==> src/rtl/pg_pkg.sv <==
package pg_pkg;

    typedef enum logic [1:0] {
        PH_IDLE = 2'd0,
        PH_LEN  = 2'd1,
        PH_HDR  = 2'd2,
        PH_PAY  = 2'd3
    } phase_t;

    localparam int CNT_NUM = 3;
    localparam int CNT_LEN = 0;
    localparam int CNT_HDR = 1;
    localparam int CNT_PAY = 2;

endpackage

==> src/rtl/pg_len_calc.sv <==
module pg_len_calc #(
    parameter int LEN_W     = 16,
    parameter int HDR_BYTES = 40
) (
    input  logic [LEN_W-1:0] total_len,
    output logic [LEN_W-1:0] pay_len
);
    localparam logic [LEN_W-1:0] HDR_V = LEN_W'(HDR_BYTES);

    always_comb begin
        if (total_len > HDR_V) begin
            pay_len = total_len - HDR_V;
        end else begin
            pay_len = '0;
        end
    end
endmodule

==> src/rtl/pg_span_ctr.sv <==
module pg_span_ctr #(
    parameter int W = 16
) (
    input  logic         clk,
    input  logic         rst_n,
    input  logic         load,
    input  logic [W-1:0] load_val,
    input  logic         dec,
    output logic [W-1:0] cnt
);
    logic [W-1:0] cnt_d, cnt_q;

    always_comb begin
        cnt_d = cnt_q;
        if (load) begin
            cnt_d = load_val;
        end else if (dec && (cnt_q != '0)) begin
            cnt_d = cnt_q - W'(1);
        end
    end

    always_ff @(posedge clk or negedge rst_n) begin
        if (!rst_n) begin
            cnt_q <= '0;
        end else begin
            cnt_q <= cnt_d;
        end
    end

    assign cnt = cnt_q;
endmodule

==> src/rtl/pg_payload_gate.sv <==
module pg_payload_gate
    import pg_pkg::*;
#(
    parameter int DATA_W     = 8,
    parameter int LEN_W      = 16,
    parameter int IP_HDR     = 20,
    parameter int TCP_HDR    = 20,
    parameter int LEN_HI_OFS = 2
) (
    input  logic              clk,
    input  logic              rst_n,
    input  logic [DATA_W-1:0] in_byte,
    input  logic              in_valid,
    input  logic              in_sop,
    output logic [DATA_W-1:0] out_byte,
    output logic              out_valid,
    output logic              pay_en,
    output logic [LEN_W-1:0]  pay_len
);
    localparam int HDR_BYTES = IP_HDR + TCP_HDR;
    localparam int LEN_SPAN  = LEN_HI_OFS + 1;
    localparam int HDR_REST  = HDR_BYTES - LEN_HI_OFS - 2;
    localparam logic [LEN_W-1:0] ONE_V = LEN_W'(1);
    localparam logic [LEN_W-1:0] TWO_V = LEN_W'(2);

    typedef struct packed {
        phase_t              phase;
        logic [DATA_W-1:0]   len_hi;
        logic [LEN_W-1:0]    plen;
        logic                en;
        logic                ovld;
        logic [DATA_W-1:0]   obyte;
    } gate_st_t;

    gate_st_t st_d, st_q;

    logic              ld     [CNT_NUM];
    logic [LEN_W-1:0]  ld_val [CNT_NUM];
    logic              dc     [CNT_NUM];
    logic [LEN_W-1:0]  cnt    [CNT_NUM];
    logic [LEN_W-1:0]  calc_len;

    pg_len_calc #(
        .LEN_W     (LEN_W),
        .HDR_BYTES (HDR_BYTES)
    ) u_calc (
        .total_len ({st_q.len_hi, in_byte}),
        .pay_len   (calc_len)
    );

    for (genvar gi = 0; gi < CNT_NUM; gi++) begin : g_ctr
        pg_span_ctr #(.W(LEN_W)) u_ctr (
            .clk      (clk),
            .rst_n    (rst_n),
            .load     (ld[gi]),
            .load_val (ld_val[gi]),
            .dec      (dc[gi]),
            .cnt      (cnt[gi])
        );
    end

    always_comb begin
        st_d       = st_q;
        st_d.en    = 1'b0;
        st_d.ovld  = in_valid;
        if (in_valid) begin
            st_d.obyte = in_byte;
        end
        for (int i = 0; i < CNT_NUM; i++) begin
            ld[i]     = 1'b0;
            ld_val[i] = '0;
            dc[i]     = 1'b0;
        end

        if (in_valid && in_sop) begin
            st_d.phase       = PH_LEN;
            st_d.plen        = '0;
            ld[CNT_LEN]      = 1'b1;
            ld_val[CNT_LEN]  = LEN_W'(LEN_SPAN);
        end else if (in_valid) begin
            unique case (st_q.phase)
                PH_LEN: begin
                    dc[CNT_LEN] = 1'b1;
                    if (cnt[CNT_LEN] == TWO_V) begin
                        st_d.len_hi = in_byte;
                    end
                    if (cnt[CNT_LEN] == ONE_V) begin
                        st_d.plen       = calc_len;
                        st_d.phase      = PH_HDR;
                        ld[CNT_HDR]     = 1'b1;
                        ld_val[CNT_HDR] = LEN_W'(HDR_REST);
                    end
                end
                PH_HDR: begin
                    dc[CNT_HDR] = 1'b1;
                    if (cnt[CNT_HDR] == ONE_V) begin
                        if (st_q.plen != '0) begin
                            st_d.phase      = PH_PAY;
                            ld[CNT_PAY]     = 1'b1;
                            ld_val[CNT_PAY] = st_q.plen;
                        end else begin
                            st_d.phase = PH_IDLE;
                        end
                    end
                end
                PH_PAY: begin
                    dc[CNT_PAY] = 1'b1;
                    st_d.en     = 1'b1;
                    if (cnt[CNT_PAY] == ONE_V) begin
                        st_d.phase = PH_IDLE;
                    end
                end
                default: begin
                    st_d.phase = PH_IDLE;
                end
            endcase
        end
    end

    always_ff @(posedge clk or negedge rst_n) begin
        if (!rst_n) begin
            st_q <= '{phase: PH_IDLE, len_hi: '0, plen: '0, en: 1'b0,
                      ovld: 1'b0, obyte: '0};
        end else begin
            st_q <= st_d;
        end
    end

    assign out_byte  = st_q.obyte;
    assign out_valid = st_q.ovld;
    assign pay_en    = st_q.en;
    assign pay_len   = st_q.plen;
endmodule

==> config.mk <==
export PLATFORM = sky130hd
export DESIGN_NAME = pg_payload_gate
export DESIGN_NICKNAME = d
export VERILOG_FILES = /design/src/rtl/pg_pkg.sv /design/src/rtl/pg_len_calc.sv /design/src/rtl/pg_span_ctr.sv /design/src/rtl/pg_payload_gate.sv
export SDC_FILE = /design/constraint.sdc
export NUM_CORES = 1
export LEC_CHECK = 0
export BUFFER_PORTS_ARGS = -buffer_cell sky130_fd_sc_hd__buf_2
export CAP_MARGIN = 10
export CORE_MARGIN = 2
export CORE_UTILIZATION = 61
export DETAILED_ROUTE_END_ITERATION = 16
export PLACE_DENSITY_LB_ADDON = 0.08
export SLEW_MARGIN = 40
export SYNTH_ARGS = -nofsm -noshare
export SYNTH_HDL_FRONTEND = slang
export SYNTH_SLANG_ARGS = --single-unit
==> constraint.sdc <==
create_clock -name clk -period 3.4 [get_ports clk]
set_input_delay 0.51 -clock clk [delete_from_list [all_inputs] [get_ports clk]]
set_output_delay 0.51 -clock clk [all_outputs]
set_load 0.05 [all_outputs]
Yosys cells after proc, flatten, opt, wreduce, memory -nomap -nowiden

Cells that the tools add are included.

Output and inout port bits: 26
Flip-flop bits (word level): 84
Logic and storage cells: 82

Reductions and logical operators: 17
Bitwise logic cells: 1
Equality and inequality tests: 10
Multiplexer cells: 40
Magnitude comparators: 1
$add $sub $neg: 4

Operators by type and width:

| cell                  | count |
|---|---|
| $mux 16               | 13 |
| $mux 32               | 2 |
| $reduce_bool 16->1    | 4 |
| $eq 16x1->1 const B   | 3 |
| $sub 16x1->16 const B | 3 |
| $mux 27               | 1 |
| $mux 24               | 1 |
| $eq 16x2->1 const B   | 1 |
| $gt 16x6->1 const B   | 1 |
| $mux 2                | 8 |
| $sub 16x6->16 const B | 1 |
| $reduce_bool 2->1     | 6 |
| $mux 1                | 10 |
| $ne 3x3->1 const B    | 3 |
| $mux 8                | 1 |
| $reduce_and 4->1      | 2 |
| $mux 3                | 2 |
| $mux 6                | 1 |
| $pmux 2 s3            | 1 |
| $eq 2x2->1 const B    | 2 |
| $logic_and 1x1->1     | 4 |
| $reduce_and 3->1      | 1 |
| $eq 2x1->1 const B    | 1 |
| $not 1->1             | 1 |

Longest topological paths before layout

Depth in word-level cells: 7
Gate-level depth with buffers: 8
Mapped depth without buffers: 7

By module

From an unflattened synthesis, not the netlist that was laid out.

Cell total of the unflattened synthesis: 609
Area total of the unflattened synthesis: 5398.9 um^2

By module, submodules not included:

| module                           | instances | cells each | area an instance (um^2) |
|---|---|---|---|
| pg_span_ctr (g_ctr[1].u_ctr ...) | 2         | 120        | 1017.2 |
| pg_payload_gate                  | 1         | 199        | 1993.2 |
| pg_span_ctr (g_ctr[0].u_ctr)     | 1         | 119        | 1034.7 |
| pg_len_calc                      | 1         | 51         | 336.6 |

Worst setup path after synthesis

Ideal clock, no wire load.

Path kind: input to register
From: input port in_byte[6]
To: register st_q, in the netlist pay_len[10]
Stages on the path: 7
Setup time: 0.119 ns
Arrival: 2.158 ns
Path slack: 1.122 ns
Path through: or4_1 > clkbuf_1 > or4_1 > o21ai_2 > o21bai_2 > buf_6 > o2bb2ai_2

Longest elaborated chain between the ends: 6
Elaborated cells between the ends (all ways): 7
Classes of those cells: 1 x add/sub; 1 x order compare; 5 x mux

Ends and longest elaborated chain:

| element                                      | line                                 | source |
|---|---|---|
| start, declared                              | pg_payload_gate.sv:12                | `input logic [DATA_W-1:0] in_byte,` |
| $sub 16x6->16 or $gt 16x6->1 (tied branches) | pg_len_calc.sv:12, pg_len_calc.sv:11 |  |
| $mux 16 *                                    | pg_len_calc.sv:11                    | `if (total_len > HDR_V) begin` |
| $mux 16 *                                    | pg_payload_gate.sv:87                | `if (cnt[CNT_LEN] == ONE_V) begin` |
| $mux 24 *                                    | pg_payload_gate.sv:81                | `unique case (st_q.phase)` |
| $mux 27 *                                    | pg_payload_gate.sv:80                | `end else if (in_valid) begin` |
| $mux 16 *                                    | pg_payload_gate.sv:75                | `if (in_valid && in_sop) begin` |
| end signal, assigned                         | pg_payload_gate.sv:122               | `st_q <= '{phase: PH_IDLE, len_hi: '0, plen: '0, en: 1'b0,` |
| end signal, assigned                         | pg_payload_gate.sv:125               | `st_q <= st_d;` |
| end, declared                                | pg_payload_gate.sv:35                | `gate_st_t st_d, st_q;` |

Every way passes the cells marked *; elsewhere a longest branch is shown, timed or not. The select of a mux whose other input is x is not followed.
A chain may end at the register's enable or synchronous reset.

Worst setup path after layout

From: register g_ctr[0].u_ctr.cnt_q[2]
To: register st_q, in the netlist pay_len[15]

Longest elaborated chain between the ends: 3

Ends and longest elaborated chain:

| element                            | line                  | source |
|---|---|---|
| start, declared                    | pg_span_ctr.sv:11     | `logic [W-1:0] cnt_d, cnt_q;` |
| start signal, assigned             | pg_span_ctr.sv:26     | `cnt_q <= cnt_d;` |
| $eq 16x1->1                        | pg_payload_gate.sv:87 |  |
| $reduce_bool 2->1 (no source line) | -                     |  |
| $reduce_and 3->1 (no source line)  | -                     |  |

No other way between the ends.

==> impl_metrics.json <==
{
  "status": "completed",
  "placedCellCount": 572,
  "cts_resized": 0,
  "gr-total-overflow": 0,
  "holdCritPathClass": "in2async",
  "grt_setup_unrepaired": "no",
  "fillers": 625,
  "wl_mm": 9.90,
  "critical_path.slowest_cell": "or4_4",
  "drive_gt1_share_pct": 18.7,
  "drcViolationCount": 0,
  "final_common_cell": "dfrtp_1",
  "die-area_um2": 8660,
  "num_rows": 32,
  "routabilityCongestion": 0.887,
  "final_cell_mix": "dfrtp_1, nor2_1, buf_2, xor2_1, xnor2_1",
  "cap_viol_max_count": 0,
  "worst_pin_slew_ns": 0.701,
  "cp_num_buf_inv": 0,
  "yosysSeqAreaShare_pct": 43.4,
  "netlist_area_um2": 4840,
  "synthCells": 470,
  "path_max_fanout": 16,
  "grt_pass1_vias": 3496,
  "final_cell_count_no_fill": 588,
  "vias": 3590,
  "die_h_um": 93.1,
  "antenna_cells": 0,
  "wl_per_cell_um": 16.8,
  "h-tree-depth": 3,
  "postCtsHoldBufs": 0,
  "dr.pass1.iters": 5,
  "skew_ns": 0.0138,
  "grt_max_degree": 85,
  "fin_nets": 507,
  "drtIter0Drc": 159,
  "clock_path_buffers": 2,
  "async_flop_share_pct": 100,
  "fmax_mhz": 392,
  "grt_pass1_wl_mm": 16.9,
  "synthFlopType": "dfrtp_1",
  "area_growth_pct": 5.74,
  "numCtsBuffers": 9,
  "place_hpwl_mm": 7.07,
  "report.final.slew_viol_count": 0,
  "finalHoldViolCount": 0,
  "p_total_mw": 3.58,
  "powerDensity_nw_per_um2": 700,
  "slew_headroom_pct": 52.9,
  "cts_tree": "built",
  "crit_family": "simple AND/OR/NAND/NOR gates",
  "irDropWorstVdd_mv": 0.334,
  "cp-start-kind": "flip-flop",
  "crit_chain": "or4_4 -> or3_4 -> nor4_4 -> nor2_4 -> mux2_1",
  "track_usage_pct": 24.6,
  "r2r_slack_ns": 0.85,
  "synthDistinctLibCells": 60,
  "syn_nets": 496,
  "die_x_um": 93.1,
  "setup_viol": 0,
  "core_area_um2": 7690,
  "post_cts_buffers": 0,
  "ant_nets": 0,
  "antenna_found_initial": 0,
  "portBuffers": 37,
  "period_minus_slack_ns": 2.55,
  "clk_latency_ns": 0.37,
  "cpPeakStageDelay_ns": 0.59,
  "required_ns": 3.66,
  "cts_sinks": 84,
  "crit_type": "reg2reg",
  "cp-end-kind": "flip-flop",
  "viasPerCell": 6.11,
  "clk_pin_slew_ns": 0.09,
  "fin_setup_tns_ns": 0,
  "finalCritPeriodShare_pct": 75.1,
  "avgSynthCellArea_um2": 10.3,
  "ios": 38,
  "synth_edf_count": 0,
  "p_leak_nw": 2.32,
  "worstPathArrival_ns": 2.81,
  "ctsRootBufferMaster": "clkbuf_8",
  "start_util_pct": 63.0,
  "synth-seq-cells": 84,
  "ys_warn_count": 0
}
[per-stage QoR]
step,area (µm²),setup WS [ns],util (%),hold slack [ns]
floorplan,4840,1.12,-,0.214
global placement,4920,0.852,63.9,0.485
detailed placement,4920,0.781,64.0,0.494
CTS,5100,0.849,66.4,0.212
global route,5120,0.739,66.6,0.216
finish,5120,0.848,66.6,0.161
[logic make-up after synthesis]
family	synth area share (%)
AOI/OAI and AO/OA	11.9
and+or+nand+nor	21.0
DFF	43.4
muxes	5.66
xor gates and xnor gates	7.78
buffers and inverters	6.64
adders and majority gates	3.62
[synth_stat cells, drive strengths merged, types with 2 or more instances]
library cell,n,area (µm²)
nand2,20,75.1
inv,16,60.1
o311ai,2,35.0
and3b,2,17.5
o31ai,7,57.6
o21ai,4,23.8
o21a,3,22.5
mux2i,6,60.1
or4,14,113
nor3,17,106
nand4b,6,52.6
a31oi,6,37.5
or3,3,23.8
buf,30,224
nor4,18,134
ha,14,175
and2,5,31.3
or2,3,18.8
dfrtp,84,2100
o41ai,2,17.5
xor2,22,193
a311oi,2,17.5
nor4b,4,35.0
nor2,55,209
mux2,19,214
nand4,15,93.8
xnor2,21,184
nand3b,3,22.5
o211ai,5,37.5
nand2b,2,12.5
clkbuf,10,37.5
o2bb2ai,14,185
nand3,8,40.0
a21oi,19,95.1
[final cells by class]
cell class              instances  area (µm²)  share of cell area (%)
clock buffers                  10         138                    2.69
inverters                      16        60.1                    1.17
repair buffers                 40         216                    4.23
well taps                     102         128                    2.49
clock inverters                 6        45.0                   0.880
multi-input cells             330        2430                    47.5
flip-flops and latches         84        2100                    41.1
[where the power goes]
group / internal [mW] / switching, mW / leakage, nW
clock network: 0.292 / 0.388 / 0.0974
logic: 0.508 / 0.925 / 1.11
registers: 1.21 / 0.256 / 1.11
total: 2.01 / 1.57 / 2.32
[state kept, by name (all words and copies together), names as in the netlist]
name / count
g_ctr.u_ctr.cnt: 48
pay_len: 16
out_byte: 8
st_q: 10
pay_en: 1
out_valid: 1
[final timing paths]
path | from | endpoint | depth (start not counted)
max | g_ctr[0].u_ctr.cnt[2]$_DFFE_PN0P_ | pay_len[15]$_DFFE_PN0P_ | 5
min | rst_n | st_q[30]$_DFFE_PN0P_ | 1
max reg2reg | g_ctr[0].u_ctr.cnt[2]$_DFFE_PN0P_ | pay_len[15]$_DFFE_PN0P_ | 5
min reg2reg | out_byte[1]$_DFFE_PN0P_ | out_byte[1]$_DFFE_PN0P_ | 1
max in group asynchronous | rst_n | g_ctr[1].u_ctr.cnt[1]$_DFFE_PN0P_ | 1
min in group clk | in_byte[1] | st_q[27]$_DFFE_PN0P_ | 2
[metal layers]
metal / up-vias / global-route usage [%] / part of all wire (%)
met5: - / 0 / 0
met4: 0 / 8.95 / 1.8
met3: 14 / 3.63 / 3.5
met2: 80 / 40.6 / 49
met1: 1792 / 33.1 / 46
li1: 1704 / - / -
Power figures use the tool's default switching activity.
